$ cat src/rtl/npc_pkg.sv
package npc_pkg;
  typedef enum logic [2:0] {
    XFER_SEQ  = 3'd0,
    XFER_BR   = 3'd1,
    XFER_JMP  = 3'd2,
    XFER_CALL = 3'd3,
    XFER_IND  = 3'd4
  } xfer_e;

  localparam int unsigned CC_W = 3;
  localparam int unsigned CC_N = 2;
  localparam int unsigned CC_Z = 1;
  localparam int unsigned CC_P = 0;
endpackage

$ cat src/rtl/npc_cc_reg.sv
module npc_cc_reg #(
  parameter int unsigned XLEN = 16
) (
  input  logic                     clk_i,
  input  logic                     rst_ni,
  input  logic                     cmp_en_i,
  input  logic [XLEN-1:0]          cmp_a_i,
  input  logic [XLEN-1:0]          cmp_b_i,
  output logic [npc_pkg::CC_W-1:0] cc_o
);
  import npc_pkg::*;

  logic [CC_W-1:0] cc_d, cc_q;

  always_comb begin
    cc_d = '0;
    if ($signed(cmp_a_i) < $signed(cmp_b_i))      cc_d[CC_N] = 1'b1;
    else if (cmp_a_i == cmp_b_i)                  cc_d[CC_Z] = 1'b1;
    else                                          cc_d[CC_P] = 1'b1;
  end

  always_ff @(posedge clk_i or negedge rst_ni) begin
    if (!rst_ni)       cc_q <= '0;
    else if (cmp_en_i) cc_q <= cc_d;
  end

  assign cc_o = cc_q;

  p_cc_onehot_r5: assert property (@(posedge clk_i) disable iff (!rst_ni)
    cmp_en_i |=> $countones(cc_o) == 1);
  p_cc_neg_r5: assert property (@(posedge clk_i) disable iff (!rst_ni)
    (cmp_en_i && $signed(cmp_a_i) < $signed(cmp_b_i)) |=> cc_o[CC_N]);
  p_cc_hold_r6: assert property (@(posedge clk_i) disable iff (!rst_ni)
    !cmp_en_i |=> $stable(cc_o));
endmodule

$ cat src/rtl/npc_cond_eval.sv
module npc_cond_eval (
  input  logic [npc_pkg::CC_W-1:0] cc_i,
  input  logic [npc_pkg::CC_W-1:0] mask_i,
  output logic                     hit_o
);
  assign hit_o = |(cc_i & mask_i);
endmodule

$ cat src/rtl/npc_target_gen.sv
module npc_target_gen #(
  parameter int unsigned XLEN       = 16,
  parameter int unsigned IMM_W      = 11,
  parameter int unsigned BR_OFF_W   = 9,
  parameter int unsigned JMP_OFF_W  = 11,
  parameter int unsigned CALL_W     = 11,
  parameter int unsigned CALL_SHIFT = 4
) (
  input  logic [XLEN-1:0]  pc_i,
  input  logic [IMM_W-1:0] imm_i,
  output logic [XLEN-1:0]  seq_o,
  output logic [XLEN-1:0]  br_o,
  output logic [XLEN-1:0]  jmp_o,
  output logic [XLEN-1:0]  call_o
);
  localparam int unsigned CALL_HI = CALL_W + CALL_SHIFT;

  logic [XLEN-1:0] br_off, jmp_off;

  assign br_off  = {{(XLEN-BR_OFF_W){imm_i[BR_OFF_W-1]}}, imm_i[BR_OFF_W-1:0]};
  assign jmp_off = {{(XLEN-JMP_OFF_W){imm_i[JMP_OFF_W-1]}}, imm_i[JMP_OFF_W-1:0]};

  assign seq_o = pc_i + XLEN'(1);
  assign br_o  = seq_o + br_off;
  assign jmp_o = seq_o + jmp_off;

  // call target keeps the PC bits above the absolute field
  generate
    if (CALL_HI < XLEN) begin : g_call_keep_top
      assign call_o = {pc_i[XLEN-1:CALL_HI], imm_i[CALL_W-1:0], {CALL_SHIFT{1'b0}}};
    end else begin : g_call_full
      assign call_o = {imm_i[CALL_W-1:0], {CALL_SHIFT{1'b0}}};
    end
  endgenerate
endmodule

$ cat src/rtl/pc_next_unit.sv
module pc_next_unit #(
  parameter int unsigned XLEN       = 16,
  parameter int unsigned BR_OFF_W   = 9,
  parameter int unsigned JMP_OFF_W  = 11,
  parameter int unsigned CALL_W     = 11,
  parameter int unsigned CALL_SHIFT = 4,
  parameter int unsigned IMM_W      = (JMP_OFF_W > CALL_W) ? JMP_OFF_W : CALL_W
) (
  input  logic             clk_i,
  input  logic             rst_ni,
  input  logic [XLEN-1:0]  pc_i,
  input  logic [2:0]       xfer_i,
  input  logic [IMM_W-1:0] imm_i,
  input  logic [XLEN-1:0]  reg_i,
  input  logic [2:0]       cond_mask_i,
  input  logic             cmp_en_i,
  input  logic [XLEN-1:0]  cmp_a_i,
  input  logic [XLEN-1:0]  cmp_b_i,
  output logic [XLEN-1:0]  pc_next_o,
  output logic             taken_o
);
  import npc_pkg::*;

  logic [CC_W-1:0] cc;
  logic            cond_hit;
  logic [XLEN-1:0] seq_tgt, br_tgt, jmp_tgt, call_tgt;

  npc_cc_reg #(.XLEN(XLEN)) u_cc (
    .clk_i    (clk_i),
    .rst_ni   (rst_ni),
    .cmp_en_i (cmp_en_i),
    .cmp_a_i  (cmp_a_i),
    .cmp_b_i  (cmp_b_i),
    .cc_o     (cc)
  );

  npc_cond_eval u_cond (
    .cc_i   (cc),
    .mask_i (cond_mask_i),
    .hit_o  (cond_hit)
  );

  npc_target_gen #(
    .XLEN(XLEN), .IMM_W(IMM_W), .BR_OFF_W(BR_OFF_W),
    .JMP_OFF_W(JMP_OFF_W), .CALL_W(CALL_W), .CALL_SHIFT(CALL_SHIFT)
  ) u_tgt (
    .pc_i   (pc_i),
    .imm_i  (imm_i),
    .seq_o  (seq_tgt),
    .br_o   (br_tgt),
    .jmp_o  (jmp_tgt),
    .call_o (call_tgt)
  );

  always_comb begin
    pc_next_o = seq_tgt;
    taken_o   = 1'b0;
    case (xfer_i)
      XFER_BR: if (cond_hit) begin
        pc_next_o = br_tgt;
        taken_o   = 1'b1;
      end
      XFER_JMP:  begin pc_next_o = jmp_tgt;  taken_o = 1'b1; end
      XFER_CALL: begin pc_next_o = call_tgt; taken_o = 1'b1; end
      XFER_IND:  begin pc_next_o = reg_i;    taken_o = 1'b1; end
      default: ;
    endcase
  end

  p_seq_r1: assert property (@(posedge clk_i) disable iff (!rst_ni)
    (xfer_i == XFER_SEQ) |-> (pc_next_o == pc_i + XLEN'(1)) && !taken_o);
  p_br_miss_r3: assert property (@(posedge clk_i) disable iff (!rst_ni)
    (xfer_i == XFER_BR && cond_mask_i == '0) |-> !taken_o && (pc_next_o == pc_i + XLEN'(1)));
  p_call_align_r9: assert property (@(posedge clk_i) disable iff (!rst_ni)
    (xfer_i == XFER_CALL) |-> pc_next_o[CALL_SHIFT-1:0] == '0);
  p_ind_r10: assert property (@(posedge clk_i) disable iff (!rst_ni)
    (xfer_i == XFER_IND) |-> (pc_next_o == reg_i) && taken_o);
  p_reset_cc_r7: assert property (@(posedge clk_i) disable iff (!rst_ni)
    ($rose(rst_ni) && xfer_i == XFER_BR) |-> !taken_o);
endmodule

$ cat config.mk
export PLATFORM = sky130hd
export DESIGN_NAME = pc_next_unit
export DESIGN_NICKNAME = d
export VERILOG_FILES = /design/src/rtl/npc_pkg.sv /design/src/rtl/npc_cc_reg.sv /design/src/rtl/npc_cond_eval.sv /design/src/rtl/npc_target_gen.sv /design/src/rtl/pc_next_unit.sv
export SDC_FILE = /design/constraint.sdc
export NUM_CORES = 1
export LEC_CHECK = 0
export BUFFER_PORTS_ARGS = -buffer_cell sky130_fd_sc_hd__buf_4
export CORE_MARGIN = 3
export CORE_UTILIZATION = 50
export DETAILED_ROUTE_END_ITERATION = 12
export PLACE_DENSITY = 0.92
export SKIP_CTS_REPAIR_TIMING = 1
export SLEW_MARGIN = 10
export SYNTH_ARGS = -nofsm -noshare
export SYNTH_HDL_FRONTEND = slang
export SYNTH_SLANG_ARGS = --single-unit
$ cat constraint.sdc
create_clock -name clk_i -period 5.5 [get_ports clk_i]
set_input_delay 1.1 -clock clk_i [delete_from_list [all_inputs] [get_ports clk_i]]
set_output_delay 1.1 -clock clk_i [all_outputs]
set_load 0.01 [all_outputs]
==> metrics.md, run 1 <==
| Metric | Value |
|---|---|
| Status | `complete, no violations` |
| Worst path slowest cell | `o32ai_1` |
| Clock slew at reported path FFs | `30 ps` |
| Share of cells above drive strength 1 | `between 20% and 30%` |
| CORE AREA | `about 4500 sq um` |
| Root Driver | `clkbuf_8` |
| Finished Layout Cells | `just under 500` |
| Synth Area in Compound Gates | `roughly a third` |
| Most common flop cell mapped by yosys | `dfrtp_1` |
| Number of synthesized flops with an enable pin | `0` |
| Post-Route WL | `8.236 mm` |
| Vias per cell | `between 6 and 7` |
| CP bufs+invs | `3` |
| Crit path capture type | `primary output` |
| Crit path DAT | `approximately 4200 ps` |
| Filler cells | `354` |
| Die height | `75.57 um` |
| Slew Viols, Final | `0` |
| Synthesized flop and latch total | `3` |
| Mapped Area | `about 2400 sq um` |
| Mapped Cells | `roughly 340` |
| GRT Total Usage | `between 20% and 30%` |
| Antenna Nets Post-Route | `0` |
| Pwr/cell area | `about 130 nW/um^2` |
| Max-Cap Viols | `0` |
| Synth Area in Simple Gates | `20.06%` |
| Worst r2r src | `u_cc.cc_o[0]` |
| H-tree depth | `1` |
| Worst setup startpoint | `pc_i[0]` |
| Final period utilization | `a little over nine tenths` |
| Global-route wire length before repair | `~13 mm` |
| Number of I/O port buffers | `100` |
| Mux share of post-synthesis cell area | `2.172%` |
| CP most frequent cell | `buf_4` |
| Largest stage delay, worst path | `slightly below 400 ps` |
| Rows | `24` |
| Sequential fraction of the synthesis area | `3.102%` |
| CTS tree | `built` |
| Startpoint Class | `input port` |
| Hold Path Class | `reg -> reg` |
| Routed len/inst | `about 17 um` |
| GR Util met3 | `4.090%` |
| Number of CTS-inserted buffers | `3` |
| Pleak | `1.659 nW` |
| Starting Density | `about 54%` |
| Initial DRT Pass Iterations | `6` |
| # IOs | `just over 100` |
| Clock Skew | `0 ps` |
| Die X-Extent | `roughly 76 um` |
| CP Class | `in -> out` |
| Pwr Total | `between 400 and 500 uW` |
| Worst-Skew Late Latency | `approximately 220 ps` |
| Post-synth ARST share | `100.0%` |
| Met2 usage | `a little over half` |
| Post-synthesis average cell area | `7.202 sq um` |
| Setup Viol. Count Final | `0` |
| HP Start | `u_cc.cc_o[2]` |
| Initial antenna violation count | `0` |
| Adder-Cell Fraction of Synth Area | `21.51%` |
| # clock sinks | `3` |
| RD Place Congestion | `between 0.9 and 1` |
| Setup TNS | `0 ps` |
| Area grow syn2layout | `36.76%` |
| Worst-Margin Slew | `1042 ps` |
| CP delay by family, top | `compound AO/OA/AOI/OAI gates` |
| Via Count | `~3000` |
| Max reg flops | `3` |
| Vias in the first global route | `around 2900` |
| Reg-to-reg slack, setup | `~4600 ps` |
| Remaining global-route overflow | `0` |
| Final hold vios | `0` |
| Placed Cells incl. Taps | `483` |
| Busiest grt layer | `met2` |
| Synth warn | `0` |
| Post-DP HPWL | `about 6.7 mm` |
| RSZ-0062 raised after global routing | `false` |
| Clock tree buffer depth | `2` |
| Max_slew headroom | `between 30% and 40%` |
| Die footprint | `5710 sq um` |
| Critical-path maximum fanout | `9` |
| F_max | `around 190 MHz` |
| Crit path required time | `around 4400 ps` |
| Remaining routing DRC violations | `0` |
| Util after Layout | `around 73%` |
| Peak supply drop | `0.0001208 V` |
| Largest net degree at the start of global routing | `13` |
| Crit path cell chain | `buf_4, ha_1, nand2_1, nor3_1, buf_4, nand2_1, xnor2_1, ha_1, a21o_1, a31o_2, o32ai_1, mux2i_1, xor2_1, o221ai_2, buf_4` |
| Placed Instance Area | `3231 sq um` |
| Post-synthesis xor/xnor area fraction | `11.84%` |
| GRT met1 Usage | `32.78%` |
| Largest family of logic cells by synthesized area | `compound AO/OA/AOI/OAI gates` |
| Mapped Nets | `between 400 and 500` |
| Post-synthesis cell type count | `59` |
| Final Instance Area | `approximately 3300 sq um` |
| Ant diodes | `0` |
| Nets | `around 560` |
| Fin crit period | `between 5000 and 6000 ps` |
| Number of DRC markers in iteration 0 | `~330` |
[through the flow]
step,setup slack (ps),hold slack [ps]
floorplan,707.0,464.7
global placement,262.1,480.5
detailed placement,93.80,515.6
CTS,96.87,524.0
global route,23.33,552.2
finish,227.9,522.1
[power breakdown]
group / switching [mW] / internal (mW) / total [mW] / leakage [nW]
combinational: 0.177 / 0.166 / 0.342 / 1.60
clock: 0.0163 / 0.0496 / 0.0659 / 0.0228
sequential: 0.00160 / 0.0245 / 0.0261 / 0.0373
total: 0.194 / 0.240 / 0.434 / 1.66
[final cells by class]
class	count	area, sq um	area share [%]
sequential	3	75.07	2.268
timing repair buffer	106	795.8	24.05
tap	52	65.06	1.966
clock buffer	4	45.04	1.361
multi-input combinational	289	2201	66.50
inverter	34	127.6	3.856
[cell families after synthesis]
| family | count (synthesis) |
|---|---|
| XOR/XNOR | 31 |
| flip-flops | 3 |
| adder cells (fa/ha/maj) | 41 |
| buffers and inverters | 44 |
| AO/OA/AOI/OAI | 115 |
| AND/OR/NAND/NOR | 97 |
| multiplexers | 5 |
[worst paths after layout]
path                                      end  cells after the start
max in group asynchronous        u_cc.cc_o[2]                      1
worst min-delay path             u_cc.cc_o[2]                      1
worst max register to register   u_cc.cc_o[0]                      2
worst max-delay path            pc_next_o[15]                     15
min in group asynchronous        u_cc.cc_o[0]                      1
worst min register to register   u_cc.cc_o[2]                      1
[cell usage after synthesis, types with 4 or more instances]
cell	number	area, sq um
a31oi_1	4	25.02
nor2_1	25	93.84
nor2b_1	5	31.28
o211ai_1	7	52.55
a21oi_1	24	120.1
o21a_1	6	45.04
nand2_1	27	101.4
a21o_1	12	90.09
xor2_1	12	105.1
ha_1	40	500.5
nor3_1	6	30.03
a222oi_1	8	80.08
clkbuf_1	7	26.28
inv_1	34	127.6
a221o_1	4	40.04
xnor2_1	17	148.9
nand3_1	9	45.04
o21ai_0	19	95.09
nand4_1	6	37.54
[metal layers]
| layer | vias to the layer above | part of all wire (%) |
|---|---|---|
| met1 | 1393 | 37 |
| li1 | 1470 | - |
| met3 | 39 | 8.5 |
| met4 | 0 | 4.0 |
| met5 | - | 0 |
| met2 | 180 | 50 |
[cell usage in the layout (no fill, tap or decap), drive strengths merged, types with 4 or more instances in the layout]
| cell type | instances |
|---|---|
| o21a | 6 |
| a21oi | 24 |
| a221o | 4 |
| clkbuf | 4 |
| a21o | 12 |
| o211ai | 7 |
| nor2 | 25 |
| nor3 | 7 |
| xnor2 | 18 |
| nand2 | 27 |
| a222oi | 8 |
| a31oi | 4 |
| buf | 106 |
| inv | 34 |
| xor2 | 13 |
| nand3 | 10 |
| nor2b | 5 |
| ha | 40 |
| o21ai | 19 |
| nand4 | 6 |
Power figures use the tool's default switching activity.
==> run 2: changes to the inputs <==
--- a/config.mk
+++ b/config.mk
@@ -5,7 +5,7 @@
 export SDC_FILE = /design/constraint.sdc
 export NUM_CORES = 1
 export LEC_CHECK = 0
-export BUFFER_PORTS_ARGS = -buffer_cell sky130_fd_sc_hd__buf_4
+export BUFFER_PORTS_ARGS = -buffer_cell sky130_fd_sc_hd__buf_2
 export CORE_MARGIN = 3
 export CORE_UTILIZATION = 50
 export DETAILED_ROUTE_END_ITERATION = 12
==> metrics.md, run 2 (synthesis results as in run 1) <==
| Metric | Value |
|---|---|
| Status | `complete, no violations` |
| # IOs | `101` |
| Global-route wire length before repair | `around 13 mm` |
| Post-DP HPWL | `between 6 and 7 mm` |
| Clock slew at reported path FFs | `roughly 30 ps` |
| Remaining global-route overflow | `0` |
| Pwr/cell area | `roughly 130 nW/um^2` |
| Clock power share | `between 15 and 20%` |
| Fin crit period | `approximately 5300 ps` |
| Hold Path Class | `reg -> reg` |
| Flop pwr share | `under 10%` |
| CP Class | `in -> out` |
| Slew Viols, Final | `0` |
| Largest stage delay, worst path | `around 380 ps` |
| Rows | `24` |
| F_max | `187.9 MHz` |
| Nets | `around 560` |
| Startpoint Class | `input port` |
| Starting Density | `~54%` |
| Crit path cell chain | `buf_2, ha_1, nand2_1, nor3_1, buf_4, nand2_1, xnor2_1, ha_1, a21o_1, a211o_1, o32ai_1, mux2i_1, xor2_1, o221ai_2, buf_2` |
| Comb pwr share | `between 70% and 80%` |
| Ant diodes | `0` |
| Worst-Skew Late Latency | `220 ps` |
| Critical-path maximum fanout | `4` |
| Die footprint | `about 5700 sq um` |
| CTS tree | `built` |
| Max_slew headroom | `between 60% and 70%` |
| Clock tree buffer depth | `2` |
| Placed Cells incl. Taps | `just under 500` |
| Finished Layout Cells | `between 400 and 500` |
| Routed len/inst | `~17 um` |
| Pwr Total | `409.3 uW` |
| Die height | `approximately 76 um` |
| # clock sinks | `3` |
| Crit path DAT | `approximately 4200 ps` |
| Most frequent cells in the layout | `100 x buf_2, 40 x ha_1, 34 x inv_1` |
| Int Power | `~210 uW` |
| Pleak | `1.571 nW` |
| Antenna Nets Post-Route | `0` |
| Hold_ws | `486.2 ps` |
| Commonest non-fill, non-tap cell in the layout | `buf_2` |
| Number of CTS-inserted buffers | `3` |
| Setup ws final | `approximately 180 ps` |
| Pre-CTS setup slack | `roughly 110 ps` |
| Remaining routing DRC violations | `0` |
| Number of DRC markers in iteration 0 | `around 200` |
| Clock Skew | `0 ps` |
| Via Count | `3063` |
| Max-Cap Viols | `0` |
| Worst path slowest cell | `o32ai_1` |
| Die X-Extent | `between 70 and 80 um` |
| Initial antenna violation count | `0` |
| Worst-Margin Slew | `approximately 570 ps` |
| Post-Route WL | `~8.1 mm` |
| Crit path required time | `roughly 4400 ps` |
| Switch Pwr | `about 200 uW` |
| Peak supply drop | `roughly 0.00011 V` |
| RD Place Congestion | `between 0.9 and 1` |
| Vias per cell | `roughly 6.3` |
| Crit path capture type | `primary output` |
| H-tree depth | `1` |
| Setup Viol. Count Final | `0` |
| Initial DRT Pass Iterations | `7` |
| Final hold vios | `0` |
| Sw Share | `a little under half` |
| Final period utilization | `between 90 and 100%` |
| Largest net degree at the start of global routing | `13` |
| Root Driver | `clkbuf_8` |
| Share of cells above drive strength 1 | `between 20% and 30%` |
| GRT Total Usage | `around 29%` |
| Area grow syn2layout | `25.96%` |
| CORE AREA | `roughly 4500 sq um` |
| Vias in the first global route | `2976` |
| Setup TNS | `0 ps` |
| Number of I/O port buffers | `100` |
| Max reg flops | `3` |
==> run 2: metal layers <==
layer | global-route usage [%] | share of wire [%]
met2 | 52.16 | 50
met3 | 3.034 | 6.1
met4 | 11.65 | 3.7
met5 | 0 | 0
met1 | 33.91 | 40
==> run 2: worst paths after layout <==
| kind | end | depth (start not counted) | start | slack (ps) |
|---|---|---|---|---|
| max | pc_next_o[15] | 15 | pc_i[0] | 180 |
| min | u_cc.cc_o[2] | 1 | u_cc.cc_o[2] | 490 |
| max reg2reg | u_cc.cc_o[0] | 2 | u_cc.cc_o[0] | 4670 |
| min reg2reg | u_cc.cc_o[2] | 1 | u_cc.cc_o[2] | 490 |
| max in group asynchronous | u_cc.cc_o[2] | 1 | rst_ni | 4730 |
| min in group asynchronous | u_cc.cc_o[1] | 1 | rst_ni | 660 |
==> run 2: metrics by stage <==
step	utilization [%]	instance area [sq um]
after global placement	66.22	2983
after CTS	67.22	3028
after global routing	67.67	3048
final	67.67	3048
after floorplan	-	2420
after detailed placement	66.22	2983
==> run 2: critical path: cells and delay by family <==
family	cells	cell delay, ps
buffers and inverters	3	440
adders and majority gates	2	530
and+or+nand+nor	3	330
xor gates and xnor gates	2	540
AOI/OAI and AO/OA	4	1000
muxes	1	270
==> run 2: power by group through the flow <==
stage	sequential [mW]	clock, mW	combinational, mW
floorplan	0.0255	0	0.202
global placement	0.0259	0	0.297
finish	0.0255	0.0679	0.316
CTS	0.0255	0.0671	0.307
global route	0.0258	0.0724	0.347
detailed placement	0.0257	0	0.304
==> run 2: area by class of cell <==
class | count | area [sq um]
clock buffers | 4 | 45.04
fillers | 393 | 1456
inverters | 34 | 127.6
multi-input cells | 289 | 2190
flip-flops and latches | 3 | 75.07
well taps | 52 | 65.06
repair buffers | 106 | 545.5
==> run 3: changes to the inputs <==
--- a/config.mk
+++ b/config.mk
@@ -7,11 +7,12 @@
 export LEC_CHECK = 0
 export BUFFER_PORTS_ARGS = -buffer_cell sky130_fd_sc_hd__buf_2
 export CORE_MARGIN = 3
-export CORE_UTILIZATION = 50
+export CORE_UTILIZATION = 53
 export DETAILED_ROUTE_END_ITERATION = 12
-export PLACE_DENSITY = 0.92
+export PLACE_DENSITY = 0.93
 export SKIP_CTS_REPAIR_TIMING = 1
 export SLEW_MARGIN = 10
 export SYNTH_ARGS = -nofsm -noshare
 export SYNTH_HDL_FRONTEND = slang
+export SYNTH_HIERARCHICAL = 1
 export SYNTH_SLANG_ARGS = --single-unit
==> metrics.md, run 3 <==
| Metric | Value |
|---|---|
| Vias in the first global route | `slightly above 3000` |
| Fin crit period | `5308 ps` |
| Crit path cell chain | `buf_2, nand4_1, or3_1, nor2_1, xor2_2, ha_1, a21o_1, a21oi_1, or3b_2, o22ai_1, xnor2_1, a22oi_1, o221ai_2, buf_2` |
| H-tree depth | `1` |
| Count leader, synth | `ha_1` |
| Multi-input gate area | `2506 sq um` |
| Routed len/inst | `17.69 um` |
| Clock Skew | `0 ps` |
| CTS tree | `built` |
| Global-route wire length before repair | `about 14 mm` |
| Hold Path Class | `reg -> reg` |
| Crit path DAT | `4210 ps` |
| Most common flop cell mapped by yosys | `dfrtp_1` |
| Sequential fraction of the synthesis area | `~2.6%` |
| Most frequent cells in the layout | `100 x buf_2, 40 x ha_1, 31 x a22oi_1` |
| Die footprint | `~6500 sq um` |
| # IOs | `approximately 100` |
| Starting Density | `~56%` |
| Crit path capture type | `primary output` |
| Area leader, netlist | `ha_1` |
| Placed Instance Area | `around 3300 sq um` |
| Pleak | `1.604 nW` |
| Finished Layout Cells | `approximately 510` |
| Area grow syn2layout | `13.15%` |
| Commonest non-fill, non-tap cell in the layout | `buf_2` |
| Largest net degree at the start of global routing | `23` |
| Worst reg2reg path depth | `2` |
| F_max | `between 150 and 200 MHz` |
| Die X-Extent | `80.49 um` |
| WHS Path Cells | `1` |
| Remaining routing DRC violations | `0` |
| Max_slew headroom | `approximately 22%` |
| Top post-synthesis cells by area | `ha_1 17%, a22oi_1 7.9%, buf_4 6.6%` |
| Post-Route WL | `roughly 9 mm` |
| Share of cells above drive strength 1 | `approximately 32%` |
| CP Class | `in -> out` |
| Crit path required time | `about 4400 ps` |
| Ant diodes | `0` |
| Antenna Nets Post-Route | `0` |
| Slew Viols, Final | `0` |
| GRT Total Usage | `a little over a quarter` |
| Post-DP HPWL | `roughly 7.2 mm` |
| Nets | `568` |
| CP most frequent cell | `buf_2` |
| Pwr/cell area | `roughly 140 nW/um^2` |
| Die height | `around 80 um` |
| Clock slew at reported path FFs | `around 30 ps` |
| Mapped Cells | `about 380` |
| CORE AREA | `between 5000 and 6000 sq um` |
| Post-synthesis average cell area | `just under 8 sq um` |
| Post-synth ARST share | `between 90% and 100%` |
| Synth warn | `6` |
| Startpoint Class | `input port` |
| RSZ-0062 raised after global routing | `false` |
| Register area | `between 70 and 80 sq um` |
| Rows | `26` |
| Placed Cells incl. Taps | `a little over 500` |
| Worst-Margin Slew | `between 1000 and 1500 ps` |
| Remaining global-route overflow | `0` |
| Synthesized flop and latch total | `3` |
| Final hold vios | `0` |
| Vias per cell | `6.510` |
| Clock tree buffer depth | `2` |
| Post-synthesis cell type count | `65` |
| Max-Cap Viols | `0` |
| Initial antenna violation count | `0` |
| Setup Viol. Count Final | `0` |
| Max reg flops | `3` |
| Filler cells | `441` |
| Largest stage delay, worst path | `between 400 and 500 ps` |
| Final Instance Area | `3327 sq um` |
| Synth top cells by count | `40 x ha_1, 31 x a22oi_1, 26 x buf_4` |
| Peak supply drop | `0.0002051 V` |
| Mapped Area | `2940 sq um` |
| Root Driver | `clkbuf_8` |
| Setup TNS | `0 ps` |
| Number of CTS-inserted buffers | `3` |
| Final period utilization | `a little over nine tenths` |
| RD Place Congestion | `1.042` |
| Number of synthesized flops with an enable pin | `0` |
| # clock sinks | `3` |
| Status | `complete, no violations` |
| Worst path slowest cell | `or3b_2` |
| Number of DRC markers in iteration 0 | `roughly 350` |
| Worst-Skew Late Latency | `between 200 and 250 ps` |
| Initial DRT Pass Iterations | `6` |
| Synth top area share | `between 10% and 20%` |
| Via Count | `3333` |
| Number of I/O port buffers | `100` |
| Critical-path maximum fanout | `5` |
run 3: critical path: cells and delay by family:
family,cells,cell delay (ps)
AOI/OAI and AO/OA,5,880
buffers and inverters,2,300
adders and majority gates,1,330
xor gates and xnor gates,2,380
and+or+nand+nor,4,1230
run 3: area by class of cell:
type / instances / area share [%]
Inverter: 22 / 2.482
Clock buffer: 4 / 1.354
Sequential cell: 3 / 2.256
Multi-Input combinational cell: 309 / 75.33
Tap cell: 70 / 2.633
Timing Repair Buffer: 104 / 15.95
run 3: final timing paths:
path | from | endpoint | slack, ps
setup reg to reg | u_cc/cc_o[2] | u_cc/cc_o[2] | 4630
hold / removal | u_cc/cc_o[1] | u_cc/cc_o[1] | 540
max in group asynchronous | rst_ni | u_cc/cc_o[1] | 4720
min in group asynchronous | rst_ni | u_cc/cc_o[2] | 670
setup / recovery | pc_i[3] | pc_next_o[14] | 190
hold reg to reg | u_cc/cc_o[1] | u_cc/cc_o[1] | 540
run 3: kinds of logic after synthesis:
group                    Yosys count  share of synthesized area, %
flip-flops                         3                         2.553
adder cells (fa/ha/maj)           41                         17.70
multiplexers                       1                        0.3404
AO/OA/AOI/OAI                    140                         39.06
XOR/XNOR                          35                         10.43
AND/OR/NAND/NOR                   88                         16.68
buffers and inverters             66                         13.11
other                              1                        0.1275
run 3: layer usage:
| metal | GRT usage [%] | share of wire [%] | routed length (um) |
|---|---|---|---|
| met5 | 0 | 0 | 0 |
| met4 | 8.108 | 2.9 | 260 |
| met3 | 3.700 | 11 | 1012 |
| met2 | 45.53 | 46 | 4198 |
| met1 | 34.76 | 40 | 3586 |
run 3: per-stage QoR:
step                      utilization [%]  setup WS, ps  power (mW)  hold WS [ps]
after detailed placement            62.37         157.6      0.3841         527.3
after global routing                63.52         6.497      0.4952         576.8
after floorplan                         -         568.8      0.3089         455.6
after CTS                           63.23         143.9      0.4500         533.6
after global placement              62.37         287.7      0.3724         489.1
final                               63.52         192.3      0.4590         543.6
run 3: report_power, final:
| part | total (mW) | switching [mW] | internal [mW] |
|---|---|---|---|
| registers | 0.0256 | 0.00121 | 0.0244 |
| logic | 0.371 | 0.212 | 0.158 |
| clock network | 0.0625 | 0.0132 | 0.0493 |
| total | 0.459 | 0.227 | 0.232 |
